`src/rtl/bpc_pkg.sv`:
```
package bpc_pkg;

  // Sideband that travels with a word through the capture stage.
  typedef struct packed {
    logic valid;
    logic hdr;
    logic src;
    logic acc;
    logic rej;
  } bpc_ctl_t;

  localparam bpc_ctl_t BPC_CTL_IDLE = '{valid: 1'b0, hdr: 1'b0, src: 1'b0, acc: 1'b0, rej: 1'b0};

endpackage

```
`src/rtl/bpc_byte_par.sv`:
```
module bpc_byte_par #(
  parameter int BYTES  = 4,
  parameter int BYTE_W = 8
) (
  input  logic [BYTES*BYTE_W-1:0] data,
  input  logic [BYTES-1:0]        par,
  output logic [BYTES-1:0]        byte_bad,
  output logic                    any_bad
);

  // Odd parity: the data bits and the parity bit together hold an odd number of ones.
  function automatic logic lane_fails(input logic [BYTE_W-1:0] lane, input logic pbit);
    return ~(^{pbit, lane});
  endfunction

  for (genvar k = 0; k < BYTES; k++) begin : g_lane
    assign byte_bad[k] = lane_fails(data[k*BYTE_W +: BYTE_W], par[k]);
  end

  assign any_bad = |byte_bad;

endmodule

```
`src/rtl/bpc_stage.sv`:
```
module bpc_stage
  import bpc_pkg::*;
#(
  parameter int BYTES  = 4,
  parameter int BYTE_W = 8
) (
  input  logic                    clk,
  input  logic                    rst_n,
  input  logic [BYTES*BYTE_W-1:0] in_data,
  input  logic [BYTES-1:0]        in_par,
  input  logic                    in_hdr,
  input  logic                    in_src,
  input  logic                    in_acc,
  input  logic                    in_rej,
  output logic [BYTES*BYTE_W-1:0] q_data,
  output logic [BYTES-1:0]        q_par,
  output bpc_ctl_t                q_ctl
);

  always_ff @(posedge clk or negedge rst_n) begin
    if (!rst_n) begin
      q_data <= '0;
      q_par  <= '0;
      q_ctl  <= BPC_CTL_IDLE;
    end else begin
      q_data <= in_data;
      q_par  <= in_par;
      q_ctl  <= '{valid: 1'b1, hdr: in_hdr, src: in_src, acc: in_acc, rej: in_rej};
    end
  end

endmodule

```
`src/rtl/bpc_hdr_hold.sv`:
```
module bpc_hdr_hold
  import bpc_pkg::*;
(
  input  logic     clk,
  input  logic     rst_n,
  input  bpc_ctl_t ctl,
  input  logic     word_bad,
  output logic     err_q,
  output logic     decided_q,
  output logic     release_evt,
  output logic     hdr_flag,
  output logic     data_flag
);

  logic err_d;
  logic decided_d;

  always_comb begin
    release_evt = ctl.hdr & (~ctl.src | ctl.acc | ctl.rej | decided_q);
    hdr_flag    = ctl.valid & ctl.hdr & ~release_evt & word_bad;
    data_flag   = ctl.valid & ~ctl.hdr & word_bad;
    err_d       = hdr_flag | data_flag;
    decided_d   = (ctl.valid & ctl.hdr) ? (decided_q | ctl.acc | ctl.rej) : 1'b0;
  end

  always_ff @(posedge clk or negedge rst_n) begin
    if (!rst_n) begin
      err_q     <= 1'b0;
      decided_q <= 1'b0;
    end else begin
      err_q     <= err_d;
      decided_q <= decided_d;
    end
  end

endmodule

```
`src/rtl/rxw_parity_guard.sv`:
```
module rxw_parity_guard
  import bpc_pkg::*;
#(
  parameter int BYTES  = 4,
  parameter int BYTE_W = 8
) (
  input  logic                    clk,
  input  logic                    rst_n,
  input  logic [BYTES*BYTE_W-1:0] rx_data,
  input  logic [BYTES-1:0]        rx_par,
  input  logic                    conn_req,
  input  logic                    src_request,
  input  logic                    host_accept,
  input  logic                    host_reject,
  output logic [BYTES*BYTE_W-1:0] dout_data,
  output logic [BYTES-1:0]        dout_par,
  output logic                    par_err
);

  localparam int DW = BYTES * BYTE_W;

  logic [DW-1:0]    s1_data;
  logic [BYTES-1:0] s1_par;
  bpc_ctl_t         s1_ctl;
  logic [BYTES-1:0] s1_byte_bad;
  logic             s1_bad;
  logic             hdr_decided;
  logic             hdr_release;
  logic             hdr_flag;
  logic             data_flag;

  // Named copies of the stage-1 sideband for the checker
  logic s1_valid, s1_hdr, s1_src, s1_acc, s1_rej;
  assign s1_valid = s1_ctl.valid;
  assign s1_hdr   = s1_ctl.hdr;
  assign s1_src   = s1_ctl.src;
  assign s1_acc   = s1_ctl.acc;
  assign s1_rej   = s1_ctl.rej;

  bpc_stage #(.BYTES(BYTES), .BYTE_W(BYTE_W)) stage_i (
    .clk     (clk),
    .rst_n   (rst_n),
    .in_data (rx_data),
    .in_par  (rx_par),
    .in_hdr  (conn_req),
    .in_src  (src_request),
    .in_acc  (host_accept),
    .in_rej  (host_reject),
    .q_data  (s1_data),
    .q_par   (s1_par),
    .q_ctl   (s1_ctl)
  );

  bpc_byte_par #(.BYTES(BYTES), .BYTE_W(BYTE_W)) check_i (
    .data     (s1_data),
    .par      (s1_par),
    .byte_bad (s1_byte_bad),
    .any_bad  (s1_bad)
  );

  bpc_hdr_hold hold_i (
    .clk         (clk),
    .rst_n       (rst_n),
    .ctl         (s1_ctl),
    .word_bad    (s1_bad),
    .err_q       (par_err),
    .decided_q   (hdr_decided),
    .release_evt (hdr_release),
    .hdr_flag    (hdr_flag),
    .data_flag   (data_flag)
  );

  assign dout_data = s1_data;
  assign dout_par  = s1_par;

endmodule

```
`config.mk`:
```
export PLATFORM = sky130hd
export DESIGN_NAME = rxw_parity_guard
export DESIGN_NICKNAME = d
export VERILOG_FILES = /design/src/rtl/bpc_pkg.sv /design/src/rtl/bpc_byte_par.sv /design/src/rtl/bpc_stage.sv /design/src/rtl/bpc_hdr_hold.sv /design/src/rtl/rxw_parity_guard.sv
export SDC_FILE = /design/constraint.sdc
export NUM_CORES = 1
export LEC_CHECK = 0
export BUFFER_PORTS_ARGS = -buffer_cell sky130_fd_sc_hd__buf_4
export CAP_MARGIN = 10
export CORE_MARGIN = 2
export CORE_UTILIZATION = 30
export DETAILED_ROUTE_END_ITERATION = 8
export PLACE_DENSITY_LB_ADDON = 0.05
export SYNTH_ARGS = -nofsm -noshare
export SYNTH_HDL_FRONTEND = slang
export SYNTH_SLANG_ARGS = --single-unit
```
`constraint.sdc`:
```
create_clock -name clk -period 3.2 [get_ports clk]
set_clock_uncertainty 0.2 [all_clocks]
set_input_delay 0.32 -clock clk [delete_from_list [all_inputs] [get_ports clk]]
set_output_delay 0.32 -clock clk [all_outputs]
set_load 0.02 [all_outputs]
```
==> results.json <==
{
  "status": "finished clean",
  "synthTopCellsByCount": "43 x dfrtp_1, 18 x xnor2_1, 4 x xor2_1, 3 x xnor3_1, 2 x xnor2_2",
  "cp.required_ps": 3160,
  "fp.dieH_um": 73.0,
  "ys_ff_latch": 43,
  "synth.distinct_cells": 13,
  "synth_top_area_share": 0.752,
  "start_util": 0.307,
  "die_w_um": 73.0,
  "p_int_uw": 952,
  "synth.largest_area_cell": "dfrtp_1",
  "dr_total_vias": 1040,
  "drcViolationCount": 0,
  "final_max_slew_viol_count": 0,
  "rr_startpoint": "stage_i.q_data[10]$_DFF_PN0_",
  "fmax_mhz": 607,
  "pwr-share-seq": 0.478,
  "worstHoldStart": "stage_i.q_ctl[3]$_DFF_PN0_",
  "critPathKind": "reg2reg",
  "period_share": 0.515,
  "postCtsResizedCells": 0,
  "core-area_mm2": 0.00466,
  "synth_area_mm2": 0.00143,
  "startpoint_type": "flop",
  "critPathMaxFanout": 2,
  "dieArea_mm2": 0.00534,
  "synth_ff_type": "dfrtp_1",
  "synth_seq_area_share": 0.752,
  "switchingPower_uw": 281,
  "areaGrowthSynthToFinish_pct": 81.5,
  "crit_chain": "xnor2_1 -> xnor3_1 -> xnor2_1 -> a41oi_1",
  "path_common_cell": "xnor2_1",
  "maxCapViolations": 0,
  "synth_nets": 120,
  "drtAntennaViolNets": 0,
  "switching_share": 0.228,
  "firstDrtPassIters": 2,
  "grt-ovfl-total": 0,
  "cts_tree": "built",
  "layout-drive-gt1-share": 0.426,
  "reg2regPathDepth": 4,
  "cts.path.max_buffers": 2,
  "worstReg2RegEnd": "hold_i.err_q$_DFF_PN0_",
  "netlist_instances": 78,
  "vias_per_cell": 4.03,
  "fin_crit_ps": 1650,
  "peakVddDrop_mv": 0.253,
  "drt_wl_total_um": 3010,
  "clock_sinks": 43,
  "slew_headroom": 0.648,
  "clk_latency_ps": 280,
  "clkTransAtPathRegs_ps": 80,
  "gp_congestion": 0.639,
  "synth.most_common_cell": "dfrtp_1",
  "synth_warnings": 0,
  "comb_power_share": 0.201,
  "io_buffers": 78,
  "grt_use_total": 0.114,
  "power.leakage_uw": 0.00125,
  "root_buffer": "clkbuf_8",
  "cp_slowest_cell": "xnor3_1",
  "synthArstFlopShare": 1.00,
  "grt_setup_unrepaired": "false",
  "crit_path_end_kind": "flop",
  "wl_per_cell_um": 11.7,
  "synth_edf_count": 0,
  "postSynthAreaPerCell_um2": 18.3,
  "ys_top_cells_by_area": "dfrtp_1 75%, xnor2_1 11%, xnor3_1 4.7%",
  "hold_depth": 1,
  "r2r_slack_ps": 1550,
  "fin_nets": 246,
  "finalSetupViolations": 0,
  "grt_pass1_wl_um": 4440,
  "p_per_area_mw_per_mm2": 475,
  "htree_levels": 2,
  "grt_antenna_before_repair": 0,
  "grt_max_degree": 44,
  "finalPower_uw": 1230,
  "drt_iter0_drc": 23,
  "row_count": 25,
  "whs_endpoint": "hold_i.decided_q$_DFF_PN0_",
  "crit_arrival_ps": 1600,
  "n_antenna_cell": 0,
  "min_path_type": "reg2reg",
  "tns_ps": 0,
  "p_clk_frac": 0.321,
  "ioPinCount": 79,
  "hold_viol_final": 0,
  "worst_slew_pin_slew_ps": 528,
  "cts_buffers": 5,
  "grt_pass1_vias": 1045,
  "critical-path-max-stage-delay_ps": 430
}
==> flip-flops by register name, indices dropped and copies added (netlist names) <==
signal	flops
hold_i.decided_q	1
hold_i.err_q	1
stage_i.q_ctl	5
stage_i.q_par	4
stage_i.q_data	32
==> routing by layer <==
metal / wire, um / global-route usage
met5: 0 / 0
met4: 33 / 0.0494
met3: 203 / 0.0442
met2: 1700 / 0.205
met1: 1080 / 0.117
==> logic make-up after synthesis <==
kind of cell | Yosys count | synth area share
AOI/OAI and AO/OA | 2 | 0.00962
and+or+nand+nor | 3 | 0.0114
DFF | 43 | 0.752
xor gates and xnor gates | 28 | 0.221
other | 1 | 0.00262
buffers and inverters | 1 | 0.00262
==> power by group through the flow <==
stage	clock network (uW)	logic (uW)	registers, uW
6_report	396	247	590
3_3_place_gp	0	211	600
4_1_cts	419	253	591
5_1_grt	442	266	594
2_1_floorplan	0	78.1	632
3_5_place_dp	0	213	601
==> placed cells by master (no fill, tap or decap) <==
cell type       n
a41oi_1         1
xor2_1          4
xnor2_2         2
o21ai_0         1
buf_4          78
clkbuf_8        5
xnor3_1         3
xnor2_1        18
nand2_1         1
dfrtp_1        43
or3_1           1
dlygate4sd3_1  41
inv_1           1
xnor3_2         1
clkbuf_1        1
bufinv_16       1
and3_1          1
conb_1          1
==> per-stage QoR <==
stage | worst slack (ps) | area [um^2] | hold WS [ps] | utilization | std cells
5_1_grt | 1380 | 2600 | 329 | 0.557 | 258
3_3_place_gp | 1540 | 2080 | 134 | 0.447 | 210
4_1_cts | 1500 | 2600 | 306 | 0.557 | 258
3_5_place_dp | 1520 | 2080 | 147 | 0.447 | 210
6_report | 1550 | 2600 | 305 | 0.557 | 258
2_1_floorplan | 1560 | 1430 | -176 | - | 78
==> worst max path at each step <==
stage                                       startpoint                endpoint  slack, ps  cells after the start
final                     stage_i.q_data[10]$_DFF_PN0_  hold_i.err_q$_DFF_PN0_       1550                      4
after global routing      stage_i.q_data[10]$_DFF_PN0_  hold_i.err_q$_DFF_PN0_       1380                      4
after detailed placement  stage_i.q_data[10]$_DFF_PN0_  hold_i.err_q$_DFF_PN0_       1520                      4
after global placement    stage_i.q_data[10]$_DFF_PN0_  hold_i.err_q$_DFF_PN0_       1540                      4
after CTS                 stage_i.q_data[10]$_DFF_PN0_  hold_i.err_q$_DFF_PN0_       1500                      4
after floorplan           stage_i.q_data[18]$_DFF_PN0_  hold_i.err_q$_DFF_PN0_       1560                      4
==> area by class of cell <==
class                   count  area (um^2)
clock inverters             1         30.0
clock buffers               6         72.6
well taps                  54         67.6
multi-input cells          34          350
repair buffers            119          996
fillers                   399         2060
inverters                   1         3.75
flip-flops and latches     43         1080
==> critical path: cells and delay by family (launching register included) <==
family                    cells  cell delay [ps]
AOI/OAI and AO/OA             1              120
DFF                           1              390
xor gates and xnor gates      3              810
==> repair_timing <==
action	4_1_cts	5_1_grt
endpoints found under the hold margin	83	0
hold buffers	41	0
buffers inserted	0	0
Note: power is estimated with default switching activity, not from simulation.
